### config.mk
export PLATFORM = sky130hd
export DESIGN_NAME = cvt_host_port
export DESIGN_NICKNAME = d
export VERILOG_FILES = /design/src/rtl/hp_pkg.sv /design/src/rtl/hp_edges.sv /design/src/rtl/hp_rd_path.sv /design/src/rtl/hp_wr_seq.sv /design/src/rtl/cvt_host_port.sv
export SDC_FILE = /design/constraint.sdc
export NUM_CORES = 1
export LEC_CHECK = 0
export BUFFER_PORTS_ARGS = -buffer_cell sky130_fd_sc_hd__buf_4
export CAP_MARGIN = 30
export CORE_MARGIN = 2
export CORE_UTILIZATION = 41
export DETAILED_ROUTE_END_ITERATION = 8
export PLACE_DENSITY = 0.7
export SYNTH_ARGS = -nofsm -noshare
export SYNTH_HDL_FRONTEND = slang
export SYNTH_HIERARCHICAL = 1
export SYNTH_SLANG_ARGS = --single-unit
### constraint.sdc
create_clock -name clk -period 4.1 [get_ports clk]
set_input_delay 0.41 -clock clk [delete_from_list [all_inputs] [get_ports clk]]
set_output_delay 0.41 -clock clk [all_outputs]
set_load 0.05 [all_outputs]
### src/rtl/hp_pkg.sv
package hp_pkg;
  localparam int WORD_W = 16;
  localparam int RES_W  = 24;
  localparam int FLAG_W = 7;
  localparam int LOW_W  = RES_W - WORD_W;

  typedef enum logic {WS_ADDR = 1'b0, WS_DATA = 1'b1} wseq_e;

  // Upper fetch word of a sample.
  function automatic logic [WORD_W-1:0] pack_hi(input logic [RES_W-1:0] r);
    return r[RES_W-1:LOW_W];
  endfunction

  // Lower fetch word: low result bits, over-range, filter flags.
  function automatic logic [WORD_W-1:0] pack_lo(input logic [RES_W-1:0] r,
                                                input logic ovr,
                                                input logic [FLAG_W-1:0] fl);
    return {r[LOW_W-1:0], ovr, fl};
  endfunction

  function automatic logic addr_ok(input logic [WORD_W-1:0] a, input int n);
    return 32'(a) < 32'(n);
  endfunction
endpackage

### src/rtl/hp_edges.sv
module hp_edges (
  input  logic clk,
  input  logic rst_n,
  input  logic cs_n,
  input  logic rd_wr_n,
  input  logic sync_n,
  output logic rd_end,
  output logic wr_end,
  output logic rd_live,
  output logic sync_fall
);
  logic cs_q, wr_q, sync_q;

  always_ff @(posedge clk) begin
    if (!rst_n) begin
      cs_q   <= 1'b1;
      wr_q   <= 1'b0;
      sync_q <= 1'b1;
    end else begin
      cs_q   <= cs_n;
      sync_q <= sync_n;
      if (!cs_n) wr_q <= rd_wr_n;
    end
  end

  assign rd_end    = cs_n & ~cs_q & ~wr_q;
  assign wr_end    = cs_n & ~cs_q & wr_q;
  assign rd_live   = ~cs_n & ~rd_wr_n;
  assign sync_fall = sync_q & ~sync_n;
endmodule

### src/rtl/hp_rd_path.sv
module hp_rd_path
  import hp_pkg::*;
(
  input  logic              clk,
  input  logic              rst_n,
  input  logic              res_valid,
  input  logic [RES_W-1:0]  res_data,
  input  logic              res_ovr,
  input  logic [FLAG_W-1:0] res_flags,
  input  logic              sync_n,
  input  logic              sync_fall,
  input  logic              rd_end,
  input  logic              rd_live,
  output logic [WORD_W-1:0] word_out,
  output logic              rd_ptr,
  output logic              sh_load,
  output logic              drdy_n
);
  logic [RES_W-1:0]  sh_d, pd_d;
  logic              sh_o, pd_o, pd_v;
  logic [FLAG_W-1:0] sh_f, pd_f;
  logic              ptr, drdy_q;
  logic              take, busy, fetch_done, use_new, use_pd;

  assign take       = res_valid & sync_n;
  assign busy       = ptr | rd_live | rd_end;
  assign fetch_done = rd_end & ptr;
  assign use_new    = ~sync_fall & take & (fetch_done | ~busy);
  assign use_pd     = ~sync_fall & fetch_done & ~take & pd_v;
  assign sh_load    = use_new | use_pd;

  always_ff @(posedge clk) begin
    if (!rst_n) begin
      sh_d <= '0; sh_o <= 1'b0; sh_f <= '0;
      pd_d <= '0; pd_o <= 1'b0; pd_f <= '0; pd_v <= 1'b0;
      ptr <= 1'b0; drdy_q <= 1'b0;
    end else begin
      drdy_q <= sh_load;
      if (sync_fall) begin
        ptr <= 1'b0;
        pd_v <= 1'b0;
        sh_d <= '0; sh_o <= 1'b0; sh_f <= '0;
      end else begin
        if (rd_end) ptr <= ~ptr;
        if (use_new) begin
          sh_d <= res_data; sh_o <= res_ovr; sh_f <= res_flags;
        end else if (use_pd) begin
          sh_d <= pd_d; sh_o <= pd_o; sh_f <= pd_f;
        end
        if (fetch_done) pd_v <= 1'b0;
        else if (take && busy) begin
          pd_d <= res_data; pd_o <= res_ovr; pd_f <= res_flags; pd_v <= 1'b1;
        end
      end
    end
  end

  assign word_out = ptr ? pack_lo(sh_d, sh_o, sh_f) : pack_hi(sh_d);
  assign rd_ptr   = ptr;
  assign drdy_n   = ~drdy_q;
endmodule

### src/rtl/hp_wr_seq.sv
module hp_wr_seq
  import hp_pkg::*;
#(
  parameter int NREG = 8
) (
  input  logic                   clk,
  input  logic                   rst_n,
  input  logic                   cs_n,
  input  logic                   rd_wr_n,
  input  logic [WORD_W-1:0]      bus_i,
  input  logic                   rd_end,
  input  logic                   wr_end,
  output logic                   wr_phase,
  output logic                   reg_we,
  output logic [NREG*WORD_W-1:0] reg_flat
);
  wseq_e             st;
  logic [WORD_W-1:0] cap, addr;

  always_ff @(posedge clk) begin
    if (!rst_n) begin
      st <= WS_ADDR; cap <= '0; addr <= '0;
    end else begin
      if (!cs_n && rd_wr_n) cap <= bus_i;
      if (rd_end) st <= WS_ADDR;
      else if (wr_end) begin
        if (st == WS_ADDR) begin
          addr <= cap;
          st   <= WS_DATA;
        end else begin
          st <= WS_ADDR;
        end
      end
    end
  end

  assign wr_phase = (st == WS_DATA);
  assign reg_we   = wr_end & wr_phase & addr_ok(addr, NREG);

  for (genvar g = 0; g < NREG; g++) begin : g_reg
    logic [WORD_W-1:0] q;
    always_ff @(posedge clk) begin
      if (!rst_n) q <= '0;
      else if (reg_we && addr == WORD_W'(g)) q <= cap;
    end
    assign reg_flat[g*WORD_W +: WORD_W] = q;
  end
endmodule

### src/rtl/cvt_host_port.sv
module cvt_host_port
  import hp_pkg::*;
#(
  parameter int NREG = 8
) (
  input  logic                   clk,
  input  logic                   rst_n,
  input  logic                   sync_n,
  input  logic                   cs_n,
  input  logic                   rd_wr_n,
  input  logic [WORD_W-1:0]      bus_i,
  output logic [WORD_W-1:0]      bus_o,
  output logic                   bus_oe,
  input  logic                   res_valid,
  input  logic [RES_W-1:0]       res_data,
  input  logic                   res_ovr,
  input  logic [FLAG_W-1:0]      res_flags,
  output logic                   drdy_n,
  output logic [NREG*WORD_W-1:0] reg_flat
);
  logic              ev_rd_end, ev_wr_end, ev_rd_live, ev_sync_fall;
  logic              ev_sh_load, ev_reg_we, wr_phase, rd_ptr;
  logic [WORD_W-1:0] word_out;

  hp_edges u_edges (
    .clk(clk), .rst_n(rst_n), .cs_n(cs_n), .rd_wr_n(rd_wr_n), .sync_n(sync_n),
    .rd_end(ev_rd_end), .wr_end(ev_wr_end), .rd_live(ev_rd_live),
    .sync_fall(ev_sync_fall)
  );

  hp_rd_path u_rd (
    .clk(clk), .rst_n(rst_n), .res_valid(res_valid), .res_data(res_data),
    .res_ovr(res_ovr), .res_flags(res_flags), .sync_n(sync_n),
    .sync_fall(ev_sync_fall), .rd_end(ev_rd_end), .rd_live(ev_rd_live),
    .word_out(word_out), .rd_ptr(rd_ptr), .sh_load(ev_sh_load), .drdy_n(drdy_n)
  );

  hp_wr_seq #(.NREG(NREG)) u_wr (
    .clk(clk), .rst_n(rst_n), .cs_n(cs_n), .rd_wr_n(rd_wr_n), .bus_i(bus_i),
    .rd_end(ev_rd_end), .wr_end(ev_wr_end), .wr_phase(wr_phase),
    .reg_we(ev_reg_we), .reg_flat(reg_flat)
  );

  assign bus_oe = rst_n & ev_rd_live;
  assign bus_o  = bus_oe ? word_out : '0;
endmodule

**Word-level counts from Yosys, hierarchy flattened**

Index checks and enable logic that the tools add are counted.

- Add/sub/neg operators: 0
- Multipliers: 0
- Div/mod/pow operators: 0
- Magnitude comparators: 1
- Equality and inequality tests: 7
- Shift operators: 0
- Mux-type cells: 9
- Bitwise operators: 33
- Reductions and logical operators: 18

Operators with widths:

| operator | number |
|---|---|
| equality test 16 x 3 -> 1 bit, second input constant | 4 |
| two-way mux 24 bit | 2 |
| equality test 16 x 2 -> 1 bit, second input constant | 2 |
| two-way mux 16 bit | 2 |
| equality test 16 x 1 -> 1 bit, second input constant | 1 |
| zero test 16 bit | 1 |
| less-than comparator 16 x 4 -> 1 bit, second input constant | 1 |
| bitwise AND 1 bit | 15 |
| two-way mux 7 bit | 2 |
| NOT 1 bit | 14 |
| logical AND 1 bit | 10 |
| AND reduction 3 bit | 2 |
| OR 1 bit | 4 |
| OR reduction 2 bit | 2 |
| two-way mux 1 bit | 3 |
| OR reduction 3 bit | 1 |
| nonzero test 2 bit | 1 |
| zero test 1 bit | 1 |

- Register bits after elaboration: 231
- Latch bits: 0
- Memory bits (writable): 0
- Memory bits (read-only): 0
- Input bits: 54
- Output and inout port bits: 146
- Memories: 0

**Logic depth before layout (Yosys ltp)**

- Word-level depth: 9
- Depth in mapped cells: 7

**Modules after synthesis**

Netlist, hierarchy kept.

Modules (own cells, without submodules):

| module | times used | cells an instance | area each (sq um) | seq. area each (sq um) |
|---|---|---|---|---|
| hp_wr_seq | 1 | 596 | 5995.8 | 3223.1 |
| hp_rd_path | 1 | 399 | 3360.7 | 1341.3 |
| cvt_host_port | 1 | 19 | 135.1 | 0.0 |
| hp_edges | 1 | 11 | 121.4 | 60.1 |

**Worst setup path before layout**

OpenSTA, ideal clock, no wires.

- Path kind: input to register
- Start: input port cs_n
- End: register u_wr.g_reg[1].q[12]
- Library setup time: 0.073 ns
- Data arrival time: 1.844 ns
- Required time: 4.027 ns
- Path slack: 2.183 ns
- Cell stages on the path: 6
- Path buffers: 1
- Cell sequence: and3b_2 nor4bb_1 nand4b_1 nor2_2 buf_4 mux2i_1

- Cells in the longest elaborated chain, start to end: 5

Ends and longest elaborated chain:

| item | line | text |
|---|---|---|
| start: declaration | cvt_host_port.sv:9 | `input logic cs_n,` |
| bitwise AND 1 bit (2 in a row) | hp_edges.sv:27 | `assign wr_end = cs_n & ~cs_q & wr_q;` |
| bitwise AND 1 bit (2 in a row) | hp_wr_seq.sv:38 | `assign reg_we = wr_end & wr_phase & addr_ok(addr, NREG);` |
| logical AND 1 bit | hp_wr_seq.sv:44 | `else if (reg_we && addr == WORD_W'(g)) q <= cap;` |
| end signal: assignment | hp_wr_seq.sv:44 |  |
| end: declaration | hp_wr_seq.sv:41 | `logic [WORD_W-1:0] q;` |

No other way between the ends.
A chain may end at the register's enable or synchronous reset.

**Worst setup path after layout**

- Start: register u_rd.ptr, in the netlist u_rd/rd_ptr
- End: output port bus_o[14]

- Cells in the longest elaborated chain, start to end: 2

Ends and longest elaborated chain:

| item | line | text |
|---|---|---|
| start: declaration | hp_rd_path.sv:22 | `logic ptr, drdy_q;` |
| start signal: assignment | hp_rd_path.sv:44 | `if (rd_end) ptr <= ~ptr;` |
| two-way mux 16 bit | hp_rd_path.sv:58 | `assign word_out = ptr ? pack_lo(sh_d, sh_o, sh_f) : pack_hi(sh_d);` |
| net word_out[14] | cvt_host_port.sv:23 | `logic [WORD_W-1:0] word_out;` |
| two-way mux 16 bit | cvt_host_port.sv:45 | `assign bus_o = bus_oe ? word_out : '0;` |
| end: declaration | cvt_host_port.sv:12 | `output logic [WORD_W-1:0] bus_o,` |

The timed path passes the listed nets, and every way through them passes these cells.

==> impl_summary.txt <==
----------------------------------------------------
[STA]
  Achievable clock frequency ... 353 MHz
  Final setup fails ... 0
  Tcrit/Tclk final ... 0.691
  Setup repair after global routing missed its margin ... false
  Final Hold Fails ... 0
  Time the worst path needs with I/O delays and setup ... 2830 ps
  Number of pins with negative max-slew slack in the final report ... 0
  Slew at the pin closest to its max-slew limit ... slightly above 800 ps
  Final clock skew ... 11.7 ps
  Max-slew headroom at the worst pin ... 0.456
  Setup_tns ... 0 ps

[Route]
  Detailed-route wire length on metal 1 ... 12400 um
  Wire length on met3 ... ~1900 um
  Number of nets with antenna violations after routing ... 0
  Post-detailed-route via-to-cell ratio ... 5.45
  Count of vias placed by the detailed router ... ~8200
  Wire length reported by the detailed router ... around 28000 um
  Drt first pass iters ... 5
  Iteration-0 DRC count of the detailed router ... 502
  Number of remaining DRC errors ... 0
  Highest metal layer with signal wires ... met4
  Average routed wire per standard cell ... 18.4 um
  Amount of wire on met2 after detailed routing ... ~13000 um

[Global route]
  GRT Util Overall ... 0.217
  Total global routing overflow ... 0
  Maximum number of pins on one net before global-route repair ... 119
  Initial antenna violation count ... 0
  Vias in the first global route ... 7808
  First-pass GRT wire length ... between 40000 and 50000 um

[Setup path]
  Setup Crit Path Kind ... flip-flop to primary output
  Maximum fanout along the worst path ... 22
  Data arrival time of the worst path ... 2420 ps
  Data required time of the worst path ... 3690 ps
  Sort of element at the start of the critical path ... flip-flop
  Setup crit end kind ... primary output

[Clock tree]
  Maximum level of the CTS H-tree ... 1
  Number of gates given a new drive strength after cts ... 0
  Clock latency on the worst-skew pair ... 510 ps
  CTS clk-pin slew, worst paths ... about 60 ps
  Clock sink count ... approximately 230
  Root buffer cell ... sky130_fd_sc_hd__clkbuf_16
  TritonCTS clock tree ... built
  Post-CTS setup-driven buffer insertion count ... 0
  Number of buffers inserted during clock tree synthesis ... 25
  Longest Clk Path Bufs ... 3
  Cts hold-fix bufs ... 0

[Floorplanning]
  Starting density of the core ... 0.421
  Core Footprint ... 0.0228 sq mm
  FP Rows ... 55
  Horizontal die dimension ... 157 um
  Overall die area ... 0.0246 sq mm
  IO Pins ... 200
  Y dimension of the die ... 157 um

[Final layout]
  Area of the multi-input gates ... 0.00441 sq mm
  Area added between synthesis and finish ... 25.8%
  # nets final ... 1232
  Fraction of final layout cells sized beyond drive strength 1 ... 0.241
  Highest-count cells in the layout ignoring fill and taps ... 231 x sky130_fd_sc_hd__dfxtp_1, 225 x sky130_fd_sc_hd__nand2_1, 216 x sky130_fd_sc_hd__buf_4, 129 x sky130_fd_sc_hd__mux2i_1, 61 x sky130_fd_sc_hd__o31ai_1
  FF+latch area ... 0.00462 sq mm
  Antenna diode instance count ... 0
  Layout filler cell count ... 2037
  Final Instance Area ... between 0.01 and 0.015 sq mm
  Most common library cell in the layout ignoring fill and taps ... sky130_fd_sc_hd__dfxtp_1

[Placement]
  Routability congestion estimate from global placement ... between 0.8 and 0.9
  Port Buffers ... 199
  Placed Instance Area ... 0.0113 sq mm
  Hpwl dp ... 18300 um

[Job]
  Max Cap Violations ... 0

[Logic synthesis]
  Synthesized netlist cell count ... ~1000
  Syn nets ... 1076
  Synthesized area per cell ... 9.39 sq um
  Total standard cell area after synthesis ... 0.00960 sq mm
  Number of synthesis warnings ... 6

[Power and ir drop]
  Power density normalized to cell area ... 395 mW/mm^2
  Part of the power in registers ... 0.481
  Switch share ... 0.226
  Cell internal power dissipation ... 3.68 mW
  Clock power share ... 0.461
  Part of the total power dissipated in combinational logic ... 0.058
  Power spent charging and discharging nets ... 1.08 mW
  Leakage dissipation ... 4.89 nW
  Worst vdd rail ir drop ... around 0.27 mV

[Run status]
  Run status ... finished clean

[Min path]
  Kind of path behind the tightest hold check ... input pin to flip-flop

----------------------------------------------------
registers in the layout, summed over array words and instances (netlist names), 7 cells and up:
name and count:
u_wr/cap 16, u_rd/sh_f 7, u_wr/g.q 128, u_rd/sh_d 24, u_wr/addr 16, u_rd/pd_d 24
u_rd/pd_f 7
area by class of cell:
type | count | share of cell area
Timing Repair Buffer | 221 | 0.143
Multi-Input combinational cell | 668 | 0.365
Inverter | 31 | 0.00964
Sequential cell | 231 | 0.383
Clock inverter | 9 | 0.00871
Clock buffer | 34 | 0.0579
Tap cell | 313 | 0.0324
stage by stage:
stage                     worst slack [ps]  std cells  total power [mW]  utilization  hold slack [ps]
after floorplan                       2180       1022              2.50            -              436
after global placement                1430       1459              2.60        0.490              443
after detailed placement              1430       1464              2.61        0.495              450
after CTS                             1270       1507              4.80        0.530              103
after global routing                  1120       1507              4.92        0.530              115
final                                 1270       1507              4.76        0.530              125
critical path, cell delays in order (launching register included):
cell,delay (ps)
sky130_fd_sc_hd__dfxtp_1,830
sky130_fd_sc_hd__buf_4,330
sky130_fd_sc_hd__mux2_2,380
sky130_fd_sc_hd__and3_1,180
sky130_fd_sc_hd__buf_4,180
routing by layer:
metal,vias to the layer above,global-route usage
li1,3938,-
met1,3916,0.294
met2,321,0.361
met3,45,0.0355
met4,0,0.0555
met5,-,0
power by group through the flow:
stage | registers, mW | logic (mW) | clock network [mW]
6_report | 2.29 | 0.277 | 2.19
4_1_cts | 2.29 | 0.274 | 2.23
3_3_place_gp | 2.34 | 0.263 | 0
2_1_floorplan | 2.33 | 0.171 | 0
3_5_place_dp | 2.34 | 0.274 | 0
5_1_grt | 2.29 | 0.297 | 2.33
path summary, 6_finish.rpt:
check                                                startpoint                              end  slack (ps)  depth (start not counted)
worst max-delay path                   u_rd/rd_ptr$_SDFFE_PP0P_                        bus_o[14]        1270                          4
worst max register to register        u_edges/wr_q$_SDFFE_PN0N_       u_rd/sh_d[15]$_SDFFE_PP0P_        1630                          6
worst min-delay path                                     sync_n        u_edges/sync_q$_SDFF_PN1_         120                          2
worst min register to register  u_wr/g_reg[5].q[8]$_SDFFE_PN0P_  u_wr/g_reg[5].q[8]$_SDFFE_PN0P_         460                          2
Power figures use the tool's default switching activity.
